<file path="src/rtl/esr_pkg.sv">
`timescale 1ns/1ps
package esr_pkg;

    typedef enum logic [1:0] {
        LINK_OFF  = 2'd0,
        LINK_INIT = 2'd1,
        LINK_DATA = 2'd2,
        LINK_SYNC = 2'd3
    } link_mode_e;

    typedef struct packed {
        logic drive;
        logic level;
        logic busy;
    } line_t;

    function automatic int frame_slots(input int data_w);
        return data_w + 2;
    endfunction

    function automatic int count_width(input int a, input int b);
        int top;
        top = (a > b) ? a : b;
        return $clog2(top + 1);
    endfunction

    function automatic logic link_live(input link_mode_e m);
        return (m == LINK_DATA) || (m == LINK_SYNC);
    endfunction

endpackage

</file>
<file path="src/rtl/esr_word_timer.sv">
`timescale 1ns/1ps
module esr_word_timer #(
    parameter int NSLOT = 12
) (
    input  logic                     clk,
    input  logic                     rst,
    input  logic                     run,
    input  logic                     bit_en,
    output logic [$clog2(NSLOT)-1:0] slot,
    output logic                     word_tick
);
    localparam int SW = $clog2(NSLOT);
    localparam logic [SW-1:0] LAST = SW'(NSLOT - 1);

    always_ff @(posedge clk) begin
        if (rst || !run) begin
            slot <= '0;
        end else if (bit_en) begin
            slot <= (slot == LAST) ? '0 : slot + 1'b1;
        end
    end

    assign word_tick = run && bit_en && (slot == LAST);

    AST_SLOT_HOLD: assert property (@(posedge clk) disable iff (rst)
        (!bit_en && run) |=> (slot == $past(slot)))
        else $error("slot moved without bit strobe");

endmodule

</file>
<file path="src/rtl/esr_link_ctl.sv">
`timescale 1ns/1ps
module esr_link_ctl
    import esr_pkg::*;
#(
    parameter int QUAL_WORDS  = 6,
    parameter int BURST_WORDS = 1026,
    parameter int INIT_WORDS  = 1026
) (
    input  logic       clk,
    input  logic       rst,
    input  logic       pwr_up,
    input  logic       req_any,
    input  logic       word_tick,
    output link_mode_e mode
);
    localparam int CW = count_width(BURST_WORDS, INIT_WORDS);
    localparam int QW = $clog2(QUAL_WORDS + 1);
    localparam logic [CW-1:0] INIT_LAST  = CW'(INIT_WORDS - 1);
    localparam logic [CW-1:0] BURST_LAST = CW'(BURST_WORDS - 1);
    localparam logic [QW-1:0] QUAL_FULL  = QW'(QUAL_WORDS);

    logic [CW-1:0] cnt;
    logic [QW-1:0] qual;
    logic [QW-1:0] qual_nxt;
    logic          qualified;

    always_comb begin
        if (!req_any)
            qual_nxt = '0;
        else if (qual == QUAL_FULL)
            qual_nxt = qual;
        else
            qual_nxt = qual + 1'b1;
        qualified = (qual_nxt == QUAL_FULL);
    end

    always_ff @(posedge clk) begin
        if (rst || !pwr_up) begin
            mode <= LINK_OFF;
            cnt  <= '0;
            qual <= '0;
        end else begin
            case (mode)
                LINK_OFF: begin
                    mode <= LINK_INIT;
                    cnt  <= '0;
                    qual <= '0;
                end
                LINK_INIT: begin
                    if (word_tick) begin
                        qual <= qual_nxt;
                        if (cnt == INIT_LAST) begin
                            cnt  <= '0;
                            mode <= qualified ? LINK_SYNC : LINK_DATA;
                        end else begin
                            cnt <= cnt + 1'b1;
                        end
                    end
                end
                LINK_DATA: begin
                    if (word_tick) begin
                        qual <= qual_nxt;
                        if (qualified) begin
                            mode <= LINK_SYNC;
                            cnt  <= '0;
                        end
                    end
                end
                LINK_SYNC: begin
                    if (word_tick) begin
                        qual <= qual_nxt;
                        if (cnt == BURST_LAST) begin
                            cnt  <= '0;
                            mode <= qualified ? LINK_SYNC : LINK_DATA;
                        end else begin
                            cnt <= cnt + 1'b1;
                        end
                    end
                end
                default: mode <= LINK_OFF;
            endcase
        end
    end

    AST_BURST_NEEDS_REQ: assert property (@(posedge clk) disable iff (rst)
        (mode == LINK_SYNC && $past(mode) != LINK_SYNC) |-> $past(req_any))
        else $error("burst began without request");

    AST_BURST_FULL: assert property (@(posedge clk) disable iff (rst)
        (mode != LINK_SYNC && $past(mode) == LINK_SYNC && $past(pwr_up))
            |-> ($past(cnt) == BURST_LAST))
        else $error("burst ended early");

endmodule

</file>
<file path="src/rtl/esr_data_latch.sv">
`timescale 1ns/1ps
module esr_data_latch #(
    parameter int DATA_W = 10
) (
    input  logic              clk,
    input  logic              rst,
    input  logic              word_clk,
    input  logic              edge_rise,
    input  logic [DATA_W-1:0] din,
    input  logic              word_tick,
    output logic [DATA_W-1:0] cur_word
);
    logic              wclk_q;
    logic              strobe;
    logic [DATA_W-1:0] hold;

    assign strobe = edge_rise ? (word_clk & ~wclk_q) : (~word_clk & wclk_q);

    always_ff @(posedge clk) begin
        if (rst) begin
            wclk_q   <= 1'b0;
            hold     <= '0;
            cur_word <= '0;
        end else begin
            wclk_q <= word_clk;
            if (strobe)
                hold <= din;
            if (word_tick)
                cur_word <= hold;
        end
    end

endmodule

</file>
<file path="src/rtl/esr_frame_build.sv">
`timescale 1ns/1ps
module esr_frame_build
    import esr_pkg::*;
#(
    parameter int DATA_W = 10
) (
    input  link_mode_e                                  mode,
    input  logic [$clog2(frame_slots(DATA_W))-1:0]      slot,
    input  logic [DATA_W-1:0]                           word,
    output logic                                        level
);
    localparam int NSLOT = frame_slots(DATA_W);

    logic [NSLOT-1:0] data_frame;
    logic [NSLOT-1:0] sync_frame;

    assign data_frame[0]       = 1'b1;
    assign data_frame[NSLOT-1] = 1'b0;

    generate
        for (genvar i = 0; i < DATA_W; i++) begin : g_data
            assign data_frame[i+1] = word[i];
        end
        for (genvar j = 0; j < NSLOT; j++) begin : g_sync
            assign sync_frame[j] = (j < NSLOT / 2);
        end
    endgenerate

    assign level = (mode == LINK_SYNC) ? sync_frame[slot] : data_frame[slot];

endmodule

</file>
<file path="src/rtl/esr_serializer.sv">
`timescale 1ns/1ps
module esr_serializer
    import esr_pkg::*;
#(
    parameter int DATA_W      = 10,
    parameter int QUAL_WORDS  = 6,
    parameter int BURST_WORDS = 1026,
    parameter int INIT_WORDS  = 1026
) (
    input  logic              clk,
    input  logic              rst,
    input  logic              bit_en,
    input  logic              word_clk,
    input  logic              edge_rise,
    input  logic [DATA_W-1:0] din,
    input  logic              sync_req_a,
    input  logic              sync_req_b,
    input  logic              out_en,
    input  logic              pwr_up,
    output logic              ser_out,
    output logic              ser_oe,
    output logic              sync_busy
);
    localparam int NSLOT = frame_slots(DATA_W);
    localparam int SW    = $clog2(NSLOT);
    localparam logic [SW-1:0] LAST = SW'(NSLOT - 1);

    link_mode_e        mode;
    logic [SW-1:0]     slot;
    logic              word_tick;
    logic [DATA_W-1:0] cur_word;
    logic              level;
    logic              req_any;
    line_t             line;

    assign req_any = sync_req_a | sync_req_b;

    esr_word_timer #(.NSLOT(NSLOT)) u_timer (
        .clk       (clk),
        .rst       (rst),
        .run       (mode != LINK_OFF),
        .bit_en    (bit_en),
        .slot      (slot),
        .word_tick (word_tick)
    );

    esr_link_ctl #(
        .QUAL_WORDS  (QUAL_WORDS),
        .BURST_WORDS (BURST_WORDS),
        .INIT_WORDS  (INIT_WORDS)
    ) u_ctl (
        .clk       (clk),
        .rst       (rst),
        .pwr_up    (pwr_up),
        .req_any   (req_any),
        .word_tick (word_tick),
        .mode      (mode)
    );

    esr_data_latch #(.DATA_W(DATA_W)) u_latch (
        .clk       (clk),
        .rst       (rst),
        .word_clk  (word_clk),
        .edge_rise (edge_rise),
        .din       (din),
        .word_tick (word_tick),
        .cur_word  (cur_word)
    );

    esr_frame_build #(.DATA_W(DATA_W)) u_frame (
        .mode  (mode),
        .slot  (slot),
        .word  (cur_word),
        .level (level)
    );

    always_comb begin
        line.drive = out_en & pwr_up & link_live(mode);
        line.level = line.drive & level;
        line.busy  = (mode == LINK_SYNC);
    end

    assign ser_out   = line.level;
    assign ser_oe    = line.drive;
    assign sync_busy = line.busy;

    AST_START_BIT: assert property (@(posedge clk) disable iff (rst)
        (ser_oe && !sync_busy && slot == '0) |-> ser_out)
        else $error("data frame lacks leading one");

    AST_STOP_BIT: assert property (@(posedge clk) disable iff (rst)
        (slot == LAST) |-> !ser_out)
        else $error("frame lacks trailing zero");

    AST_PWRDN_QUIET: assert property (@(posedge clk) disable iff (rst)
        !pwr_up |=> !sync_busy)
        else $error("burst survives power-down");

    AST_WAKE_DARK: assert property (@(posedge clk) disable iff (rst)
        (pwr_up && !$past(pwr_up)) |-> !ser_oe)
        else $error("line driven on wake");

endmodule

</file>
<file path="config.mk">
export PLATFORM = sky130hd
export DESIGN_NAME = esr_serializer
export DESIGN_NICKNAME = d
export VERILOG_FILES = /design/src/rtl/esr_pkg.sv /design/src/rtl/esr_word_timer.sv /design/src/rtl/esr_link_ctl.sv /design/src/rtl/esr_data_latch.sv /design/src/rtl/esr_frame_build.sv /design/src/rtl/esr_serializer.sv
export SDC_FILE = /design/constraint.sdc
export NUM_CORES = 1
export LEC_CHECK = 0
export BUFFER_PORTS_ARGS = -buffer_cell sky130_fd_sc_hd__buf_4
export CAP_MARGIN = 20
export CORE_ASPECT_RATIO = 1.5
export CORE_MARGIN = 2
export CORE_UTILIZATION = 55
export DETAILED_ROUTE_END_ITERATION = 8
export GPL_TIMING_DRIVEN = 0
export PLACE_DENSITY = 0.75
export SETUP_SLACK_MARGIN = 0.15
export SLEW_MARGIN = 20
export SYNTH_ARGS = -nofsm -noshare
export SYNTH_HDL_FRONTEND = slang
export SYNTH_SLANG_ARGS = --single-unit
</file>
<file path="constraint.sdc">
create_clock -name clk -period 2.5 [get_ports clk]
set_clock_uncertainty 0.2 [all_clocks]
set_input_delay 0.125 -clock clk [delete_from_list [all_inputs] [get_ports clk]]
set_output_delay 0.125 -clock clk [all_outputs]
set_load 0.005 [all_outputs]
</file>
After elaboration in Yosys (flattened, before gate mapping)
Memories as Yosys holds them, arrays and structs flattened. A register that Yosys moved wholly into a read port is not among the register bits.
Cells that the tools add are included.
Storage, ports and cells
  register bits after elaboration: 41
  ROM bits: 16
  input bits: 19
  output and inout bits: 3
  word-level logic and storage cells: 68
  memories kept: 1
Cells by class
  add/sub/neg operators: 3
  order comparisons: 1
  eq/ne operators: 12
  multiplexer cells: 23
  bitwise gates (word level): 8
  reductions and logical operators: 13
Memory list
  (name not given): words 16, width 1, rd ports 1, clocked after Yosys merged registers in 1, wr ports 0, RTL line esr_frame_build.sv:29  | assign level = (mode == LINK_SYNC) ? sync_frame[slot] : data_frame[slot];
Operators with widths (count)
  $mux W11: 4
  $pmux W11 S3: 1
  $mux W4: 3
  $add A11 B1 Y11 const B: 1
  $eq A11 B11 Y1 const B: 1
  $ne A2 B1 Y1 const B: 5
  $mux W3: 3
  $mux W2: 4
  $eq A3 B3 Y1 const B: 2
  $pmux W2 S3: 1
  $pmux W3 S2: 1
  $and A1 B1 Y1: 5
  $lt A4 B5 Y1 const B: 1
  $mux W1: 5
  $add A4 B1 Y4 const B: 1
  $bmux W1 S4: 1
  $eq A2 B2 Y1 const B: 2
  $eq A4 B4 Y1 const B: 1
  $reduce_and A4 Y1: 1
  $add A3 B1 Y3 const B: 1
  $logic_or A1 B1 Y1: 3
  $reduce_and A3 Y1: 1
  $reduce_or A3 Y1: 1
  $eq A2 B1 Y1 const B: 1
  other kinds (7): 10

Longest topological paths before layout
Gate-level depths: netlist of the first run.
  depth after elaboration: 8
  depth in mapped cells: 8
  mapped depth without buffers: 7

Hierarchy
From an unflattened synthesis of the first run, not the netlist that was laid out.
Second synthesis, totals
  cells, all modules: 237
  area, all modules: 2167.1 µm²
By module, submodules not included
  esr_link_ctl: instances 1, cells an instance 116, area an instance 965.9 µm², seq. area each 320.3 µm²
  esr_data_latch: instances 1, cells an instance 80, area an instance 839.6 µm², seq. area each 420.4 µm²
  esr_word_timer: instances 1, cells an instance 20, area an instance 201.4 µm², seq. area each 80.1 µm²
  esr_frame_build: instances 1, cells an instance 16, area an instance 123.9 µm², seq. area each 0.0 µm²
  esr_serializer: instances 1, cells an instance 5, area an instance 36.3 µm², seq. area each 0.0 µm²

Least setup slack after synthesis of the first run
OpenSTA, ideal clock, no wires.
  kind: register -> register
  from: register u_ctl.qual[0]
  to: register u_ctl.cnt[6]
  library setup time: 119 ps
  arrival: 1786 ps
  required time: 2181 ps
  slack: 395 ps
  cell stages (with the launch flop): 8
  path buffers: 0
  clock period less this slack: 2105 ps
  cells stage by stage: dfxtp_1 > inv_1 > ha_1 > nand2_2 > mux2i_4 > a31oi_2 > or4_1 > mux2i_1
On the way
  cells in the longest elaborated chain, start to end: 6
  elaborated cells on any way between the ends: 7
  those cells by class: add/sub (1); eq/ne (3); mux (2); reduce/logical (1)
RTL lines
  start: declaration: RTL line esr_link_ctl.sv:23  | logic [QW-1:0] qual;
  start signal: assignment: RTL line esr_link_ctl.sv:51  | qual <= qual_nxt;
  start signal: assignment: RTL line esr_link_ctl.sv:62  | qual <= qual_nxt;
  start signal: assignment: RTL line esr_link_ctl.sv:71  | qual <= qual_nxt;
  $add A3 B1 Y3 or $eq A3 B3 Y1 (tied branches): RTL line esr_link_ctl.sv:33, esr_link_ctl.sv:30
  $mux W3 *: RTL line esr_link_ctl.sv:30  | else if (qual == QUAL_FULL)
  $mux W3 *: RTL line esr_link_ctl.sv:28  | if (!req_any)
  $eq A3 B3 Y1 *: RTL line esr_link_ctl.sv:34  | qualified = (qual_nxt == QUAL_FULL);
  $ne A2 B1 Y1 (no source line) *
  $reduce_and A3 Y1 (no source line) *
  end signal: assignment: RTL line esr_link_ctl.sv:56  | cnt <= cnt + 1'b1;
  end signal: assignment: RTL line esr_link_ctl.sv:76  | cnt <= cnt + 1'b1;
  end: declaration: RTL line esr_link_ctl.sv:22  | logic [CW-1:0] cnt;
Every way passes the cells marked *; elsewhere a longest branch is shown, timed or not.
A chain may end at the register's enable or synchronous reset.

Worst setup path in the final report of the first run
  from: register u_timer.slot[0]
  to: output port ser_out
On the way
  cells in the longest elaborated chain, start to end: 4
RTL lines
  start: declaration: RTL line esr_word_timer.sv:9  | output logic [$clog2(NSLOT)-1:0] slot,
  start signal: assignment: RTL line esr_word_timer.sv:19  | slot <= (slot == LAST) ? '0 : slot + 1'b1;
  $bmux W1 S4: RTL line esr_frame_build.sv:29
  $mux W1 (not written as such): RTL line esr_frame_build.sv:29
  $mux W1: RTL line esr_frame_build.sv:29
  $and A1 B1 Y1: RTL line esr_serializer.sv:79  | line.level = line.drive & level;
  end: declaration: RTL line esr_serializer.sv:20  | output logic ser_out,
Every way passes these cells. The select of a mux whose other input is x is not followed.

==> impl_metrics.yaml, run 1 <==
run_status:
  outcome: "completed"
detailed_routing:
  topRoutingLayerUsed: "met4"
  drtAntennaViolNets: 0
  vias: 1994
  wl_met2_um: 2710
  drt-total-wl_um: 4900
  drt_iter0_drc: 68
  wl_per_cell_um: 14.3
  detail_route.vias_per_cell: 5.83
  first_pass_iters: 4
  wl_met3_um: 139
  met1_length_um: 1950
  drc: 0
worst_setup_path:
  crit_type: "register to primary output"
  cp-start-kind: "register"
  cp_max_fo: 7
  crit_required_ps: 2170
  reg2reg_to: "u_ctl.cnt[1]"
  worst_ep_arrival_time_ps: 1940
  rrSetupSlack_ps: 260
  worstSetupEndpointType: "primary output"
  r2r_cells: 7
  timing.rr.start: "u_ctl.qual[0]"
die:
  fp.dieH_um: 80.9
  rows: 27
  io_pins: 22
  coreArea_sq_um: 3720
  die_area_sq_um: 4470
  die_w_um: 55.3
  start_util_pct: 58.3
layout:
  multiInputGateArea_sq_um: 1230
  utilization_pct: 71.3
  final_area_sq_um: 2650
  nFillCells: 298
  finalNetCount: 322
  area_delta_synth_final_pct: 22.3
  antennaDiodeCount: 0
  layout-drive-gt1-share_pct: 16.1
  register_area_sq_um: 842
yosys:
  synth_top_area_share_pct: 38.8
  synth_flop_cell: "dfxtp_1"
  synth_fp_nets: 283
  synthTopCellsByArea: "dfxtp_1 39%, mux2i_1 6.5%, a21oi_1 6.0%"
  synth_area_per_cell_sq_um: 8.37
  netlist_instances: 259
  yosysTopAreaCell: "dfxtp_1"
  yosys_warnings: 0
  ys_seq_area_share_pct: 38.8
  ys_seq_elements: 42
  synth_edf_count: 0
  synth_cell_types: 46
  synth_area_sq_um: 2170
  async_reset_ff_share_pct: 0
pwr:
  p_per_area_nw_per_um2: 549
  p_leak_nw: 0.957
  ir_drop_v: 0.000489
  finalPower_mw: 1.46
hold_path:
  hold_path.startpoint: "sync_req_b"
  worstHoldEndpoint: "u_ctl.qual[1]"
  hold_depth: 3
  hold_path_class: "input port to register"
placement:
  place_area_sq_um: 2360
  port_buffers: 19
  place_congestion: 0.818
  dpl.hpwl_um: 3490
sta:
  hold_viol: 0
  max_clock_freq_mhz: 441
  setup_viol: 0
  max_slew_margin_pct: 71.3
  worst_pin_slew_ps: 427
  rsz0062_at_grt: "true"
  fin_tns_setup_ps: 0
  fin_crit_sh_pct: 90.8
  fin_crit_ps: 2270
  drv_slew: 0
flow_run:
  cap_violations: 0
global_route:
  overflow: 0
  grt_usage_pct: 23.4
  antenna_found_initial: 0
  grt_first_pass_wirelength_um: 8300
  grt_pass1_vias: 1947
  grt_max_degree: 14
clocking:
  cts_sinks: 42
  cts_tree: "yes"
  cts-htree-levels: 2
  clk_path_buf_depth: 2
  post_cts_buffers: 0
  root_buffer: "clkbuf_8"
  insertion_delay_ps: 300
  numCtsBuffers: 5
  clk_pin_slew_worst_paths_ps: 80
[timing repair]
item	in CTS	in global routing
pin swaps	0	1
hold buffers	13	0
endpoints found under the hold margin	12	0
resized for setup	3	4
gates cloned	0	0
setup endpoints to repair	9	12
[through the flow]
| stage | hold slack [ps] | setup WS, ps | instances |
|---|---|---|---|
| final | 7.57 | 231 | 342 |
| after global placement | 158 | 218 | 321 |
| after detailed placement | 166 | 163 | 321 |
| after global routing | 28.2 | 145 | 342 |
| after floorplan | 53.2 | 395 | 259 |
| after CTS | 2.03 | 129 | 342 |
[Yosys cell counts, types with 2 or more instances]
cell type and number:
dfxtp_1 42, a31oi_2 2, inv_1 8, nand3_1 10, or3_1 5, o22ai_1 2
o21a_1 2, nor2_1 24, nand3b_1 2, mux2_2 4, nor2b_1 3, buf_2 5
nand2_1 28, or4_1 5, o211ai_1 3, mux2i_1 14, and3_1 5, a21oi_1 26
clkbuf_1 11, o221ai_1 2, and4_1 2, a31oi_1 4, ha_1 5, nor4_1 3
o31ai_1 4, nand4_1 3, o21ai_0 16
[where the power goes]
| part | total, mW | switching (mW) | internal (mW) |
|---|---|---|---|
| clock | 0.670 | 0.244 | 0.426 |
| sequential | 0.687 | 0.00664 | 0.680 |
| combinational | 0.0993 | 0.0469 | 0.0524 |
| total | 1.46 | 0.297 | 1.16 |
[per-layer routing]
layer,up-vias,global-route usage (%)
li1,1012,-
met1,932,23.0
met2,40,46.0
met3,10,4.30
met4,0,12.2
met5,-,0
[cell type report]
cell class	instances	area share [%]
buffer	17	3.07
clock buffer	6	3.12
multi-input combinational	192	46.3
sequential	42	31.8
tap	43	2.03
inverter	8	1.13
clock inverter	2	2.27
timing repair buffer	32	10.3
[logic make-up after synthesis]
logic type      count (synthesis)  synth area share (%)
simple gates                   98                  22.9
compound gates                 67                  19.2
flops                          42                  38.8
buf+inv                        25                  4.79
mux                            20                  10.6
fa+ha+maj                       5                  2.89
xor+xnor                        2                 0.808
[worst max-delay path by stage]
stage | to | cells after the start | from
final | ser_out | 7 | u_timer.slot[0]
after global routing | u_ctl.cnt[0] | 8 | u_ctl.qual[0]
after CTS | ser_out | 7 | u_timer.slot[0]
after detailed placement | u_ctl.cnt[1] | 7 | u_ctl.qual[0]
after global placement | u_ctl.cnt[3] | 7 | u_ctl.qual[0]
after floorplan | u_ctl.cnt[6] | 7 | u_ctl.qual[0]
[layout by cell type, fill, tap and decap left out, types with 2 or more instances in the layout]
cell / netlist / routed
dfxtp_1: 42 / 41
nand2_1: 28 / 27
a21oi_1: 26 / 26
nor2_1: 24 / 23
buf_4: 1 / 20
o21ai_0: 16 / 16
mux2i_1: 14 / 14
dlygate4sd3_1: 0 / 13
clkbuf_1: 11 / 10
nand3_1: 10 / 10
inv_1: 8 / 8
clkbuf_8: 0 / 6
buf_2: 5 / 5
and3_1: 5 / 5
or3_1: 5 / 5
or4_1: 5 / 5
ha_1: 5 / 5
mux2_2: 4 / 4
a31oi_1: 4 / 4
o31ai_1: 4 / 4
nor2b_1: 3 / 3
nor4_1: 3 / 3
o211ai_1: 3 / 3
nand4_1: 3 / 3
o22ai_1: 2 / 2
o221ai_1: 2 / 2
nand2_2: 1 / 2
a31oi_2: 2 / 2
and4_1: 2 / 2
nand3b_1: 2 / 2
o21a_1: 2 / 2
bufinv_16: 0 / 2
[critical path, stage by stage, from the launching register on]
cell	delay (ps)
dfxtp_1	360
buf_6	140
mux4_2	490
nand2_1	80
a21oi_1	70
a311oi_1	250
nor2_1	110
buf_4	140
[sequential cells by signal, indices dropped and copies added, names as in the netlist, named ones only]
name,count
u_ctl.mode,2
u_latch.wclk_q,1
u_ctl.cnt,11
u_latch.hold,10
u_latch.cur_word,10
u_ctl.qual,3
u_timer.slot,4
No activity file was read; power rests on OpenSTA's default activity.
==> run 2: changes to the inputs <==
HOLD_SLACK_MARGIN = 0.03   (was unset)
==> run 2 against run 1 <==
Compared with the run above: power up 0.27%; critical path depth unchanged; flip-flop and latch count did not move; wire length increased by 3.3%; global-route usage is 0.60 points higher; sequential share of layout area is 0.42 points lower; largest power group unchanged.
==> impl_metrics.yaml, run 2 (synthesized netlist as in run 1, its figures left out) <==
layout:
  antennaDiodeCount: 0
  nFillCells: 287
  fin_cells: 345
  final_common_cell: "dfxtp_1"
  final_area_sq_um: 2690
  reg_top3: "u_ctl.cnt: 11 flops, u_latch.cur_word: 10 flops, u_latch.hold: 10 flops"
  finalNetCount: 325
  largest_reg_flops: 11
  register_area_sq_um: 845
  regMostFlops: "u_ctl.cnt"
  layout-drive-gt1-share_pct: 16.6
  multiInputGateArea_sq_um: 1240
  layout_common_cells: "39 x dfxtp_1, 27 x nand2_1, 26 x a21oi_1"
  area_delta_synth_final_pct: 24.3
die:
  die_w_um: 55.3
  start_util_pct: 58.3
  die_area_sq_um: 4470
  coreArea_sq_um: 3720
  fp.dieH_um: 80.9
  io_pins: 22
  rows: 27
sta:
  drv_slew: 0
  max_clock_freq_mhz: 443
  fin_crit_sh_pct: 90.3
  fin_crit_ps: 2260
  worst_pin_slew_ps: 642
  setup_viol: 0
  fin_tns_setup_ps: 0
  hold_viol: 0
  max_slew_margin_pct: 57.0
  rsz0062_at_grt: "true"
  finalWorstSetupSlack_ps: 243
global_route:
  grt_pass1_vias: 1969
  antenna_found_initial: 0
  grt_first_pass_wirelength_um: 8490
  grt_usage_pct: 24.0
  grt_max_degree: 14
  overflow: 0
worst_setup_path:
  cp-start-kind: "register"
  worstSetupEndpointType: "primary output"
  crit_type: "register to primary output"
  cp_max_fo: 7
  r2r_cells: 7
  crit_required_ps: 2170
  reg2reg_to: "u_ctl.cnt[1]"
  timing.rr.start: "u_ctl.qual[0]"
  worst_ep_arrival_time_ps: 1930
  rrSetupSlack_ps: 250
detailed_routing:
  drt_iter0_drc: 56
  detail_route.vias_per_cell: 5.85
  drt-total-wl_um: 5070
  drtAntennaViolNets: 0
  vias: 2019
  wl_per_cell_um: 14.7
  drc: 0
  first_pass_iters: 4
clocking:
  post_cts_buffers: 0
  cts-htree-levels: 2
  cts_tree: "yes"
  insertion_delay_ps: 300
  numCtsBuffers: 5
  clk_pin_slew_worst_paths_ps: 80
  cts_sinks: 42
  clk_path_buf_depth: 2
  root_buffer: "clkbuf_8"
flow_run:
  cap_violations: 0
placement:
  place_area_sq_um: 2360
  place_inst: 321
  dpl.hpwl_um: 3490
  port_buffers: 19
  place_congestion: 0.818
  place_ws_ps: 163
hold_path:
  hold_path.startpoint: "pwr_up"
  hold_depth: 3
  worstHoldEndpoint: "u_ctl.mode[1]"
  hold_path_class: "input port to register"
run_status:
  outcome: "completed"
pwr:
  p_leak_nw: 0.968
  finalPower_mw: 1.46
  ir_drop_v: 0.000485
  p_per_area_nw_per_um2: 542
[run 2: cell count changes in the layout (fill, tap and decap cells not counted), sizes merged]
cell         delta
clkbuf          +1
dlygate4sd3     +3
buf             -1
[run 2: worst max-delay path by stage]
stage	from	end	slack (ps)	depth (start not counted)
after global routing	u_ctl.qual[0]	u_ctl.cnt[8]	140	7
after floorplan	u_ctl.qual[0]	u_ctl.cnt[6]	390	7
after global placement	u_ctl.qual[0]	u_ctl.cnt[3]	220	7
after detailed placement	u_ctl.qual[0]	u_ctl.cnt[1]	160	7
final	u_timer.slot[0]	ser_out	240	7
after CTS	u_timer.slot[0]	ser_out	130	7
[run 2: area by class of cell]
| class | instances | share of cell area, % |
|---|---|---|
| inverters | 8 | 1.11 |
| well taps | 43 | 2.00 |
| multi-input cells | 192 | 45.9 |
| clock buffers | 6 | 3.07 |
| flip-flops and latches | 42 | 31.4 |
| repair buffers | 35 | 11.2 |
| plain buffers | 17 | 3.11 |
| clock inverters | 2 | 2.23 |
[run 2: worst max-delay path, cell delays in order, from the launching register on]
cell and delay, ps:
dfxtp_2 360, buf_6 130, mux4_2 490, nand2_1 80, a21oi_1 70, a311oi_1 250, nor2_1 110, buf_4 140
[run 2: repair_timing]
action,in CTS,in global routing
endpoints found under the hold margin,14,0
endpoints found under the setup margin,9,13
resized for setup,3,8
hold buffers,16,0
pin swaps,0,2
[run 2: metal layers]
layer	wire length [um]	share of wire [%]	track usage [%]	vias to the layer above
met1	2020	40	23.4	941
li1	-	-	-	1022
met2	2800	55	47.5	47
met5	0	0	0	-
met4	97	1.9	12.2	0
met3	141	2.8	4.30	9
[run 2: per-stage QoR]
step                      hold WS (ps)  util, %
after floorplan                   53.2        -
after CTS                         89.2     71.9
final                             74.5     72.5
after global placement             158     63.6
after global routing              69.3     72.5
after detailed placement           166     63.6
[run 2: power breakdown]
part,switching [mW],total (mW),internal (mW)
registers,0.00658,0.687,0.680
logic,0.0480,0.103,0.0548
clock network,0.244,0.670,0.426
==> run 3: changes to the inputs <==
SYNTH_HIERARCHICAL = 1   (was unset)
==> run 3 against run 2 <==
Compared with the run above: clock power decreased by 30%; worst setup slack improved by 31 ps; utilization fell by 1.0 points; critical path depth fell by 1; count of clock-buffer cells in the layout up 1; combinational power is 8% higher; final cell count shrank 6.4%; via count decreased by 8.6%; critical path type unchanged; largest cell class unchanged; highest routed layer unchanged.
==> impl_metrics.yaml, run 3 <==
die:
  coreArea_sq_um: 3720
  start_util_pct: 58.3
  die_area_sq_um: 4470
  io_pins: 22
  rows: 27
  fp.dieH_um: 80.9
  die_w_um: 55.3
sta:
  setup_viol: 0
  max_slew_margin_pct: 50.5
  max_clock_freq_mhz: 449
  fin_crit_ps: 2230
  fin_crit_sh_pct: 89.0
  finalWorstSetupSlack_ps: 275
  hold_viol: 0
  drv_slew: 0
  rsz0062_at_grt: "false"
  worst_pin_slew_ps: 737
placement:
  place_ws_ps: -275
  dpl.hpwl_um: 3280
  port_buffers: 21
  place_area_sq_um: 2380
  place_congestion: 0.867
layout:
  antennaDiodeCount: 0
  layout-drive-gt1-share_pct: 19.6
  layout_common_cells: "39 x dfxtp_1, 23 x nand2b_1, 22 x mux2i_1"
  final_common_cell: "dfxtp_1"
  regMostFlops: "u_ctl/cnt"
  largest_reg_flops: 11
  final_area_sq_um: 2660
  reg_top3: "u_ctl/cnt: 11 flops, u_latch/cur_word: 10 flops, u_latch/hold: 10 flops"
  area_delta_synth_final_pct: 22.5
  finalNetCount: 303
hold_path:
  hold_path_class: "input port to register"
  worstHoldEndpoint: "u_ctl/cnt[8]"
  hold_depth: 3
  hold_path.startpoint: "pwr_up"
detailed_routing:
  drc: 0
  vias: 1845
  first_pass_iters: 4
  drt_iter0_drc: 77
  drt-total-wl_um: 4560
  wl_per_cell_um: 14.1
  drtAntennaViolNets: 0
  detail_route.vias_per_cell: 5.71
worst_setup_path:
  max_stage_delay_ps: 590
  cp_num_buf_inv: 1
  r2r_cells: 7
  crit_type: "register to primary output"
  worst_ep_arrival_time_ps: 1900
  cp_max_fo: 9
  crit_required_ps: 2170
  slowest_stage: "dfxtp_1"
  timing.rr.start: "u_timer/slot[1]"
  cp-start-kind: "register"
  critPathTopFamily: "flip-flops"
  rrSetupSlack_ps: 330
  crit_start: "u_timer/slot[2]"
  reg2reg_to: "u_ctl/cnt[7]"
  worstSetupEndpointType: "primary output"
  cp_cell_sequence: "mux4_2 > nand2b_1 > nand3_1 > nand4_1 > and4_1 > buf_4"
run_status:
  outcome: "completed"
pwr:
  ir_drop_v: 0.000544
  finalPower_mw: 1.26
  p_per_area_nw_per_um2: 473
  p_leak_nw: 1.00
global_route:
  grt_usage_pct: 21.8
  grt_max_degree: 13
  antenna_found_initial: 0
  grt_pass1_vias: 1876
  overflow: 0
  grt_first_pass_wirelength_um: 7680
yosys:
  synth_area_sq_um: 2170
  synth_top_area_share_pct: 37.9
  synth_flop_cell: "dfxtp_1"
  ys_seq_elements: 41
  yosysTopAreaCell: "dfxtp_1"
  synth_edf_count: 0
  synth_area_per_cell_sq_um: 9.14
  synth_fp_nets: 261
  synth_common_cells: "41 x dfxtp_1, 23 x nand2b_1, 22 x mux2i_1, 21 x nor2_1, 14 x nand2_1"
  synth.most_common_cell: "dfxtp_1"
  yosys_warnings: 6
  async_reset_ff_share_pct: 0
  synth_cell_types: 52
  synthTopCellsByArea: "dfxtp_1 38%, mux2i_1 10%, nand2b_1 6.6%"
  netlist_instances: 237
  ys_seq_area_share_pct: 37.9
clocking:
  post_cts_buffers: 0
  insertion_delay_ps: 300
  cts_sinks: 41
  cts_tree: "yes"
  clk_pin_slew_worst_paths_ps: 80
  numCtsBuffers: 5
  cts-htree-levels: 2
  root_buffer: "clkbuf_8"
  clk_path_buf_depth: 2
flow_run:
  cap_violations: 0
## run 3: worst register-to-register path: stages (launching register included)
cell,delay (ps)
dfxtp_1,460
ha_1,210
nand2_2,110
nor4_4,270
buf_6,200
nand3_1,100
or4_1,480
o221ai_1,80
## run 3: worst max-delay path by stage
stage	to	slack [ps]	cells after the start
after floorplan	u_ctl/cnt[7]	220	7
after global placement	u_ctl/cnt[7]	-300	7
after detailed placement	u_ctl/cnt[7]	-270	7
after CTS	u_ctl/cnt[1]	170	7
after global routing	ser_out	170	6
final	ser_out	270	6
## run 3: metrics by stage
step	instances	TNS, ps	util [%]	hold slack, ps
floorplan	237	0	-	1.79
global placement	301	-2120	64.0	155
detailed placement	301	-1990	64.0	161
CTS	323	0	71.1	72.0
global route	323	0	71.4	104
finish	323	0	71.4	101
## run 3: cell families (layout without fill, tap and decap cells)
kind of cell	count (synthesis)	after routing	share of synthesized area [%]
AO/OA/AOI/OAI	32	32	12.0
XOR/XNOR	3	3	1.21
adder cells (fa/ha/maj)	5	5	2.89
buffers and inverters	19	62	3.81
flip-flops	41	41	37.9
AND/OR/NAND/NOR	112	112	30.0
multiplexers	25	25	12.2
## run 3: what timing repair did
item / 4_1_cts / 5_1_grt
gates resized for setup: 6 / 4
hold buffers: 14 / 0
hold endpoints to repair: 15 / 0
endpoints found under the setup margin: 26 / 8
## run 3: layout make-up
class,count,area (sq um)
plain buffers,9,52.6
clock buffers,7,96.3
clock inverters,1,5.00
fillers,289,1060
inverters,10,37.5
multi-input cells,177,1290
flip-flops and latches,41,823
well taps,43,53.8
repair buffers,35,298
## run 3: power breakdown
group / total, mW / internal [mW] / switching, mW
Combinational: 0.111 / 0.0610 / 0.0496
Clock: 0.472 / 0.249 / 0.223
Sequential: 0.672 / 0.664 / 0.00781
Total: 1.26 / 0.975 / 0.281
## run 3: routing by layer
metal | vias to the layer above | wire length [um] | global-route usage (%)
li1 | 938 | - | -
met1 | 847 | 1730 | 19.1
met2 | 43 | 2510 | 43.8
met3 | 17 | 143 | 4.46
met4 | 0 | 180 | 14.1
met5 | - | 0 | 0
